$ cat src/rtl/hs_reg_slice.sv
module hs_reg_slice #(
  parameter int W = 16
) (
  input  logic         clk,
  input  logic         rst,
  input  logic         up_valid,
  output logic         up_ready,
  input  logic [W-1:0] up_data,
  output logic         dn_valid,
  input  logic         dn_ready,
  output logic [W-1:0] dn_data
);

  logic         main_full, side_full;
  logic [W-1:0] main_q, side_q;

  wire take = up_valid & ~side_full;
  wire give = main_full & dn_ready;

  always_ff @(posedge clk) begin
    if (rst) begin
      main_full <= 1'b0;
      side_full <= 1'b0;
    end else if (side_full) begin
      if (give) side_full <= 1'b0;
    end else if (take) begin
      main_full <= 1'b1;
      if (main_full && !give) side_full <= 1'b1;
    end else if (give) begin
      main_full <= 1'b0;
    end
  end

  always_ff @(posedge clk) begin
    if (side_full) begin
      if (give) main_q <= side_q;
    end else if (take) begin
      if (!main_full || give) main_q <= up_data;
      else                    side_q <= up_data;
    end
  end

  assign up_ready = ~side_full;
  assign dn_valid = main_full;
  assign dn_data  = main_q;

endmodule

$ cat config.mk
export PLATFORM = sky130hd
export DESIGN_NAME = hs_reg_slice
export DESIGN_NICKNAME = d
export VERILOG_FILES = /design/src/rtl/hs_reg_slice.sv
export SDC_FILE = /design/constraint.sdc
export NUM_CORES = 1
export LEC_CHECK = 0
export BUFFER_PORTS_ARGS = -buffer_cell sky130_fd_sc_hd__buf_2
export CORE_UTILIZATION = 46
export DETAILED_ROUTE_END_ITERATION = 7
export GPL_TIMING_DRIVEN = 0
export PLACE_DENSITY = 0.68
export SLEW_MARGIN = 20
export SYNTH_ARGS = -nofsm -noshare
export SYNTH_HDL_FRONTEND = slang
export SYNTH_SLANG_ARGS = --single-unit
$ cat constraint.sdc
create_clock -name clk -period 2.4 [get_ports clk]
set_input_delay 0.48 -clock clk [delete_from_list [all_inputs] [get_ports clk]]
set_output_delay 0.48 -clock clk [all_outputs]
set_load 0.005 [all_outputs]
-- Word-level counts from Yosys, hierarchy flattened
Index checks and enable logic that the tools add are counted.
- flip-flop bits (word level): 34
- bits in latches: 0
- memory bits (writable): 0
- ROM bits: 0
- output and inout port bits: 18
- logic and storage cells: 29
- memories kept: 0
- add/subtract/negate cells: 0
- multipliers: 0
- div/mod/pow operators: 0
- $lt $le $gt $ge: 0
- equal/unequal tests: 1
- shifts and indexed selects: 0
- multiplexer cells: 10
- bitwise gates (word level): 4
- reductions and logical operators: 10
- operators with widths (cell ; number):
    16-bit 2-to-1 mux ; 4
    1-bit 2-to-1 mux ; 6
    3-bit AND reduction ; 2
    2-bit nonzero test ; 3
    1-bit bitwise AND ; 2
    1-bit logical NOT ; 2
    2-bit by 1-bit != test with 1-bit output (second input constant) ; 1
    1-bit NOT ; 2
    2-bit AND reduction ; 1
    1-bit logical AND ; 1
    1-bit logical OR ; 1

-- Longest topological paths before layout
Gate-level depths: netlist (run 1).
- depth after elaboration: 6
- gate-level depth with buffers: 3
- gate-level depth less buffers: 2

-- Worst setup path after synthesis (run 1)
OpenSTA, ideal clock, no wires.
- kind: register to register
- start: register side_full
- end: register main_q[0] (netlist: dn_data[0]), enable pin
- arrival: 1.401 ns
- data required time: 2.006 ns
- slack: 0.604 ns
- stages on the path, launching flop included: 4
- period minus slack after synthesis: 1.796 ns
- cell sequence: dfxtp_1 -> buf_6 -> mux2i_1 -> a21oi_1
- word-level cells in the longest chain between the ends: 4
- ends and longest elaborated chain (what ; RTL line ; text):
    start: declaration ; 14 ; logic main_full, side_full;
    start signal: assignment ; 23 ; side_full <= 1'b0;
    start signal: assignment ; 25 ; if (give) side_full <= 1'b0;
    start signal: assignment ; 28 ; if (main_full && !give) side_full <= 1'b1;
    1-bit NOT (no line) ; - ;
    1-bit bitwise AND ; 17 ; wire take = up_valid & ~side_full;
    2-bit nonzero test (no line) ; - ;
    3-bit AND reduction (no line) (*) ; - ;
    end signal: assignment ; 36 ; if (give) main_q <= side_q;
    end signal: assignment ; 38 ; if (!main_full || give) main_q <= up_data;
    end: declaration ; 15 ; logic [W-1:0] main_q, side_q;
Every way passes the cells marked *; elsewhere a longest branch is shown, timed or not.
A chain may end at the register's enable or synchronous reset.

-- Worst setup path after layout (run 1)
- start: register side_full
- end: register side_q[15], enable pin
- word-level cells in the longest chain between the ends: 3
- ends and longest elaborated chain (what ; RTL line ; text):
    1-bit NOT (no line) (*) ; - ;
    1-bit bitwise AND ; 17 ;
    3-bit AND reduction (no line) (*) ; - ;
    end signal: assignment ; 39 ; else side_q <= up_data;
    end: declaration ; 15 ;
Marked as above.

==> results of run 1 <==
-- cell families (layout without fill, tap and decap cells) --
family	count (synthesis)	in the layout	synth area share (%)
compound gates	4	4	2.06
simple gates	3	3	1.87
flops	34	34	78.5
buf+inv	5	51	2.65
mux	17	17	14.9
-- routing by layer --
layer | vias up | track usage, % | part of all wire, %
met3 | 6 | 6.39 | 8.0
met4 | 0 | 10.3 | 2.2
met2 | 33 | 20.5 | 44
li1 | 337 | - | -
met5 | - | 0 | 0
met1 | 318 | 17.6 | 45
-- how the worst min path moves through the flow --
stage                from          end  cells after the start
6_report       up_data[9]    side_q[9]                      1
5_1_grt        up_data[5]    side_q[5]                      1
4_1_cts        up_data[9]    side_q[9]                      1
3_5_place_dp   side_q[10]  dn_data[10]                      1
3_3_place_gp     dn_valid     dn_valid                      2
2_1_floorplan   side_q[0]   dn_data[0]                      1
-- sequential cells by signal, indices dropped and copies added, names as in the netlist --
| name | count |
|---|---|
| side_full | 1 |
| side_q | 16 |
| dn_data | 16 |
| dn_valid | 1 |
-- cell usage in the layout, fill, tap and decap left out, drive strengths merged --
| cell | count |
|---|---|
| buf | 40 |
| edfxtp | 32 |
| mux2 | 16 |
| clkbuf | 6 |
| inv | 3 |
| dfxtp | 2 |
| a21oi | 2 |
| clkinv | 2 |
| mux2i | 1 |
| and4 | 1 |
| and2b | 1 |
| nand2b | 1 |
| o32ai | 1 |
| a211oi | 1 |
-- metrics by stage --
step	worst slack [ps]	std cells	power, mW	utilization [%]
after floorplan	604	63	0.769	-
after global placement	99.0	130	0.820	58.8
after detailed placement	616	131	0.829	59.4
after CTS	745	139	1.11	61.4
after global routing	691	139	1.15	61.4
final	797	139	1.09	61.4
-- layout make-up --
| class | count | area (um^2) | share of cell area, % |
|---|---|---|---|
| Buffer | 2 | 22.5 | 1.44 |
| Inverter | 3 | 11.3 | 0.721 |
| Sequential cell | 34 | 1000 | 64.1 |
| Multi-Input combinational cell | 24 | 244 | 15.6 |
| Clock buffer | 6 | 41.3 | 2.64 |
| Clock inverter | 2 | 8.76 | 0.560 |
| Timing Repair Buffer | 38 | 196 | 12.6 |
| Tap cell | 30 | 37.5 | 2.40 |
-- power by group through the flow --
stage | Sequential, mW | Clock (mW) | Combinational (mW)
after floorplan | 0.718 | 0 | 0.0506
after global placement | 0.714 | 0 | 0.106
after detailed placement | 0.714 | 0 | 0.115
after CTS | 0.701 | 0.297 | 0.115
after global routing | 0.705 | 0.317 | 0.124
final | 0.700 | 0.282 | 0.111
==> flow_metrics.py, run 1 <==
metrics = {
    "sta": {
        "hold_violations": 0,
        "fin_crit_sh_pct": 66.8,
        "rsz0062_at_grt": "no",
        "tns_ps": 0,
        "relSlewSlack_pct": 51.7,
        "fin_skew_ps": 7.11,
        "slew_viol_final": 0,
        "max_freq_mhz": 624,
        "fin_hold_ws_ps": 335,
        "worstMarginPinSlew_ps": 724,
        "min_period_ps": 1600,
        "setup_viol_count_final": 0,
    },
    "routing": {
        "ant_nets": 0,
        "wl_per_cell_um": 13.2,
        "vias": 694,
        "viasPerCell": 4.99,
        "firstDrtPassIters": 4,
        "drtIter0Drc": 5,
        "drc_errors": 0,
        "routed_wl_um": 1830,
    },
    "pwr": {
        "power_density_nw_per_um2": 699,
        "seq_power_share_pct": 64.0,
        "p_clk_share_pct": 25.8,
        "p_sw_uw": 233,
        "internal_power_uw": 860,
        "p_leak_nw": 0.595,
        "p_comb_share_pct": 10.1,
        "vdd_ir_drop_max_mv": 0.535,
        "p_sw_share_pct": 21.3,
    },
    "yosys": {
        "synth_ff_type": "edfxtp_1",
        "syn_area_per_cell_um2": 20.2,
        "synthTopCellsByCount": "edfxtp_1, mux2_2, inv_1",
        "synth_nets": 83,
        "synth.most_common_cell": "edfxtp_1",
        "ys_top_cells_by_area": "edfxtp_1, mux2_2, dfxtp_1",
        "ys_seq_elements": 34,
        "netlist_instances": 63,
        "async_reset_ff_share_pct": 0,
        "ys_warn_count": 0,
        "ys_seq_area_share_pct": 78.5,
        "yosys.cell_types.count": 12,
        "yosysTopAreaCellShare_pct": 75.4,
        "syn_area_um2": 1270,
        "synth_edf_count": 32,
        "yosysTopAreaCell": "edfxtp_1",
    },
    "die": {
        "rows": 18,
        "die_w_um": 54.6,
        "start_util_pct": 50.1,
        "ios": 38,
        "coreArea_um2": 2540,
        "dieArea_um2": 2990,
        "die_h_um": 54.6,
    },
    "setup_path": {
        "worstSetupStartpoint": "side_full",
        "r2r_start": "side_full",
        "worst-path-buf-inv": 2,
        "cp-start-kind": "flop",
        "path_cells": "buf_6 -> inv_1 -> and4_1",
        "cpMaxStageDelayCell": "and4_1",
        "worst_path_largest_cell_delay_ps": 660,
        "critPathCaptureType": "flop",
        "crit_arrival_ps": 1560,
        "cp.depth": 3,
        "cp_max_fo": 16,
        "ff2ff_path_depth": 3,
        "r2r_end": "side_q[15]",
        "rrSetupSlack_ps": 800,
        "crit_required_ps": 2360,
        "cp_top_family": "simple AND/OR/NAND/NOR gates",
        "path_class": "flop to flop",
        "crit_end": "side_q[15]",
    },
    "clocking": {
        "path_clk_slew_ps": 100,
        "numCtsBuffers": 5,
        "htreeDepth": 2,
        "cts_tree": "yes",
        "root_buffer": "clkbuf_4",
        "insertion_delay_ps": 320,
        "clkSinkCount": 34,
        "cts_hold_buffers": 0,
        "post-cts-setup-buffer-count": 0,
        "cts_max_path_buffers": 2,
        "cts_resized": 0,
    },
    "hold_path": {
        "hp-class": "input pin to flop",
    },
    "finish": {
        "stdcell_area_um2": 1560,
        "n_fill_cell": 203,
        "antenna_cells": 0,
        "area_growth_pct": 22.6,
        "drive_gt1_share_pct": 58.7,
        "nets": 128,
    },
    "global_routing": {
        "overflow": 0,
        "antenna_found_initial": 0,
        "grt_use_total_pct": 14.6,
        "grt_max_degree": 17,
        "grt_pass1_vias": 617,
        "grt_pass1_wl_um": 2750,
    },
    "flow_run": {
        "drv_cap": 0,
    },
    "outcome": {
        "status": "complete, no violations",
    },
    "placed_design": {
        "place_area_um2": 1510,
        "io_buffers": 37,
        "place.gp.congestion": 0.595,
        "dp_hpwl_um": 1270,
    },
}
No activity file was read; power rests on OpenSTA's default activity.
==> run 2: changes to the inputs <==
==> constraint.sdc (replaced) <==
create_clock -name clk -period 1.65 [get_ports clk]
set_input_delay 0.33 -clock clk [delete_from_list [all_inputs] [get_ports clk]]
set_output_delay 0.33 -clock clk [all_outputs]
set_load 0.005 [all_outputs]
==> flow_metrics.py, run 2 (synthesis results as in run 1) <==
metrics = {
    "outcome": {
        "status": "complete, no violations",
    },
    "setup_path": {
        "cp_top_family": "compound AO/OA/AOI/OAI gates",
        "path_cells": "buf_6 -> mux2i_1 -> a21oi_4",
        "cp_max_fo": 16,
        "cpMaxStageDelayCell": "a21oi_4",
        "worst-path-buf-inv": 1,
        "crit_required_ps": 1610,
        "worst_path_largest_cell_delay_ps": 470,
        "path_class": "flop to flop",
        "crit_arrival_ps": 1460,
        "critPathCaptureType": "flop",
        "cp-start-kind": "flop",
    },
    "clocking": {
        "cts_max_path_buffers": 2,
        "cts_hold_buffers": 0,
        "path_clk_slew_ps": 90,
        "root_buffer": "clkbuf_4",
        "htreeDepth": 2,
        "cts_tree": "yes",
        "insertion_delay_ps": 320,
        "numCtsBuffers": 5,
        "clkSinkCount": 34,
    },
    "routing": {
        "drtIter0Drc": 2,
        "maxUsedRoutingLayer": "met4",
        "drt-met1-wl_um": 832,
        "firstDrtPassIters": 3,
        "wl_met2_um": 910,
        "vias": 685,
        "routed_wl_um": 1890,
        "ant_nets": 0,
        "wl_per_cell_um": 13.8,
        "viasPerCell": 5.00,
        "route.met3.wl_um": 108,
        "drc_errors": 0,
    },
    "sta": {
        "fin_crit_sh_pct": 90.8,
        "setup_viol_count_final": 0,
        "tns_ps": 0,
        "fin_skew_ps": 5.94,
        "max_freq_mhz": 667,
        "min_period_ps": 1500,
        "slew_viol_final": 0,
        "hold_violations": 0,
        "relSlewSlack_pct": 63.2,
        "rsz0062_at_grt": "no",
        "worstMarginPinSlew_ps": 551,
        "fin_hold_ws_ps": 191,
    },
    "placed_design": {
        "place_area_um2": 1500,
        "dp_hpwl_um": 1310,
        "dpl.cell_count": 130,
        "io_buffers": 37,
        "place.gp.congestion": 0.630,
    },
    "finish": {
        "finalCoreUtilization_pct": 61.1,
        "layout_common_cells": "buf_2, edfxtp_1, mux2_2",
        "final_cells": 137,
        "antenna_cells": 0,
        "drive_gt1_share_pct": 58.9,
        "area_growth_pct": 22.0,
        "seq_area_um2": 1000,
        "multi_input_area_um2": 253,
        "n_fill_cell": 204,
        "final_common_cell": "buf_2",
        "nets": 127,
        "stdcell_area_um2": 1560,
    },
    "pwr": {
        "p_sw_share_pct": 20.9,
        "seq_power_share_pct": 64.6,
        "p_leak_nw": 0.586,
        "p_sw_uw": 330,
        "internal_power_mw": 1.25,
        "p_clk_share_pct": 25.4,
        "p_comb_share_pct": 10.0,
        "vdd_ir_drop_max_mv": 0.718,
        "power_density_nw_per_um2": 1020,
    },
    "die": {
        "rows": 18,
        "dieArea_um2": 2990,
        "start_util_pct": 50.1,
        "die_w_um": 54.6,
        "die_h_um": 54.6,
        "coreArea_um2": 2540,
        "ios": 38,
    },
    "global_routing": {
        "antenna_found_initial": 0,
        "grt_pass1_wl_um": 2730,
        "overflow": 0,
        "grt_pass1_vias": 632,
        "grt_max_degree": 17,
        "grt_use_total_pct": 14.5,
    },
    "hold_path": {
        "hp-class": "input pin to flop",
    },
    "flow_run": {
        "drv_cap": 0,
    },
}
-- run 2: changes by cell type in the layout (fill, tap and decap cells not counted) --
cell      change
clkinv_2      -1
clkbuf_1      +1
and4_2        +1
a21oi_2       -1
clkinv_1      -1
a21oi_4       +1
buf_6         -1
and4_1        -1
-- run 2: worst reg2reg max path, delay by kind of cell (launching register included) --
family,cells,cell delay [ps]
flops,1,390
compound gates,1,470
mux,1,110
buf+inv,1,170
-- run 2: per-stage QoR --
step | setup WS (ps) | total power [mW]
6_report | 152 | 1.58
5_1_grt | 57.2 | 1.65
4_1_cts | 131 | 1.60
3_5_place_dp | -64.7 | 1.20
3_3_place_gp | -92.2 | 1.19
2_1_floorplan | 199 | 1.12
-- run 2: power by group through the flow --
stage	logic (mW)	clock network (mW)	registers [mW]
6_report	0.158	0.401	1.02
2_1_floorplan	0.0748	0	1.04
5_1_grt	0.175	0.450	1.03
3_5_place_dp	0.158	0	1.04
4_1_cts	0.162	0.420	1.02
3_3_place_gp	0.156	0	1.04
-- run 2: layout make-up --
type                            count  area share, %
Sequential cell                    34           64.4
Inverter                            3          0.724
Clock buffer                        7           2.90
Tap cell                           30           2.41
Multi-Input combinational cell     24           16.3
Timing Repair Buffer               37           11.9
Buffer                              2           1.45
-- run 2: timing repair --
action,in CTS,in global routing
endpoints found under the setup margin,28,0
gates resized for setup,2,0
buffers inserted,0,0
-- run 2: worst paths after layout --
kind / startpoint / endpoint / slack (ps) / depth (start not counted)
setup / recovery: side_full / dn_data[10] / 150 / 3
hold reg to reg: side_q[4] / dn_data[4] / 550 / 1
hold / removal: up_data[7] / side_q[7] / 190 / 1
setup reg to reg: side_full / dn_data[10] / 150 / 3
-- run 2: metal layers --
metal  up-vias  track usage, %
li1        333               -
met1       320            16.3
met2        27            21.5
met3         5            5.83
met4         0            11.5
met5         -               0
==> run 3: changes to the inputs <==
--- a/config.mk
+++ b/config.mk
@@ -8,7 +8,6 @@
 export BUFFER_PORTS_ARGS = -buffer_cell sky130_fd_sc_hd__buf_2
 export CORE_UTILIZATION = 46
 export DETAILED_ROUTE_END_ITERATION = 7
-export GPL_TIMING_DRIVEN = 0
 export PLACE_DENSITY = 0.68
 export SLEW_MARGIN = 20
 export SYNTH_ARGS = -nofsm -noshare
==> flow_metrics.py, run 3 (synthesis results as in run 1) <==
metrics = {
    "clocking": {
        "clkSinkCount": 34,
        "cts_max_path_buffers": 2,
        "cts_tree": "yes",
        "numCtsBuffers": 5,
        "cts_hold_buffers": 0,
        "cts_resized": 0,
        "path_clk_slew_ps": 100,
        "root_buffer": "clkbuf_4",
        "post-cts-setup-buffer-count": 0,
        "insertion_delay_ps": 330,
        "htreeDepth": 2,
    },
    "flow_run": {
        "drv_cap": 0,
    },
    "routing": {
        "ant_nets": 0,
        "firstDrtPassIters": 4,
        "drtIter0Drc": 12,
        "vias": 703,
        "viasPerCell": 4.99,
        "routed_wl_um": 1910,
        "wl_per_cell_um": 13.5,
        "drc_errors": 0,
    },
    "finish": {
        "drive_gt1_share_pct": 60.4,
        "layout_common_cells": "buf_2, edfxtp_1, mux2_2",
        "final_cells": 141,
        "antenna_cells": 0,
        "nets": 130,
        "n_fill_cell": 211,
        "final_common_cell": "buf_2",
        "area_growth_pct": 23.7,
    },
    "sta": {
        "hold_violations": 0,
        "fin_hold_ws_ps": 179,
        "min_period_ps": 1410,
        "max_freq_mhz": 707,
        "relSlewSlack_pct": 83.4,
        "slew_viol_final": 0,
        "tns_ps": 0,
        "setup_viol_count_final": 0,
        "fin_skew_ps": 7.00,
        "fin_crit_sh_pct": 85.7,
        "rsz0062_at_grt": "no",
        "worstMarginPinSlew_ps": 249,
    },
    "setup_path": {
        "cp-start-kind": "flop",
        "rrSetupSlack_ps": 330,
        "r2r_end": "side_q[13]",
        "crit_required_ps": 1320,
        "path_cells": "buf_4 -> inv_1 -> buf_2",
        "r2r_start": "side_full",
        "critPathCaptureType": "output port",
        "cp_max_fo": 11,
        "cpMaxStageDelayCell": "dfxtp_1",
        "ff2ff_path_depth": 4,
        "crit_arrival_ps": 1080,
        "path_class": "flop to output port",
        "worst_path_largest_cell_delay_ps": 370,
    },
    "placed_design": {
        "dp_hpwl_um": 1380,
        "place.gp.congestion": 0.640,
        "io_buffers": 37,
        "dpl.cell_count": 133,
    },
    "hold_path": {
        "min_to": "side_full",
        "min_from": "rst",
        "hp-class": "input pin to flop",
        "min_path_cells": 2,
    },
    "die": {
        "rows": 18,
        "die_w_um": 54.6,
        "start_util_pct": 50.1,
        "dieArea_um2": 2990,
        "coreArea_um2": 2540,
        "die_h_um": 54.6,
        "ios": 38,
    },
    "global_routing": {
        "grt_pass1_vias": 668,
        "overflow": 0,
        "grt_pass1_wl_um": 2970,
        "grt_use_total_pct": 15.6,
        "antenna_found_initial": 0,
        "grt_max_degree": 17,
    },
    "outcome": {
        "status": "complete, no violations",
    },
    "pwr": {
        "vdd_ir_drop_max_mv": 0.670,
        "p_leak_nw": 0.608,
        "power_density_nw_per_um2": 1040,
    },
}
==> run 3: where the power goes <==
part	leakage [nW]	switching (mW)	internal, mW
registers	0.316	0.0139	1.00
clock network	0.0353	0.254	0.206
logic	0.257	0.0748	0.0882
==> run 3: area by class of cell <==
cell class,instances,area [um^2],area share (%)
sequential,34,1000,63.5
multi-input combinational,24,244,15.5
timing repair buffer,42,223,14.1
clock buffer,7,55.1,3.49
tap,30,37.5,2.38
inverter,3,11.3,0.714
clock inverter,1,5.00,0.317
==> run 3: critical path, delay by kind of cell, from the launching register on <==
kind	cells	cell delay, ps
buffers and inverters	3	380
DFF	1	370
==> run 3: how the worst max path moves through the flow <==
stage               startpoint         end  slack [ps]
global route         side_full    up_ready         150
global placement     side_full   side_q[3]         380
floorplan            side_full  dn_data[0]         200
finish               side_full    up_ready         240
detailed placement   side_full   side_q[1]         330
CTS                  side_full    up_ready         210
==> run 3: routing by layer <==
layer | up-vias | routed length, um | track usage (%)
li1 | 342 | - | -
met1 | 328 | 818 | 17.8
met2 | 27 | 902 | 22.9
met3 | 6 | 135 | 8.33
met4 | 0 | 50 | 8.97
met5 | - | 0 | 0
==> run 3: stage by stage <==
| step | instance area [um^2] | total power [mW] | utilization [%] | setup slack [ps] |
|---|---|---|---|---|
| floorplan | 1280 | 1.12 | - | 199 |
| global placement | 1520 | 1.20 | 59.6 | 379 |
| detailed placement | 1520 | 1.21 | 59.6 | 333 |
| CTS | 1580 | 1.67 | 61.9 | 207 |
| global route | 1580 | 1.72 | 61.9 | 154 |
| finish | 1580 | 1.64 | 61.9 | 236 |
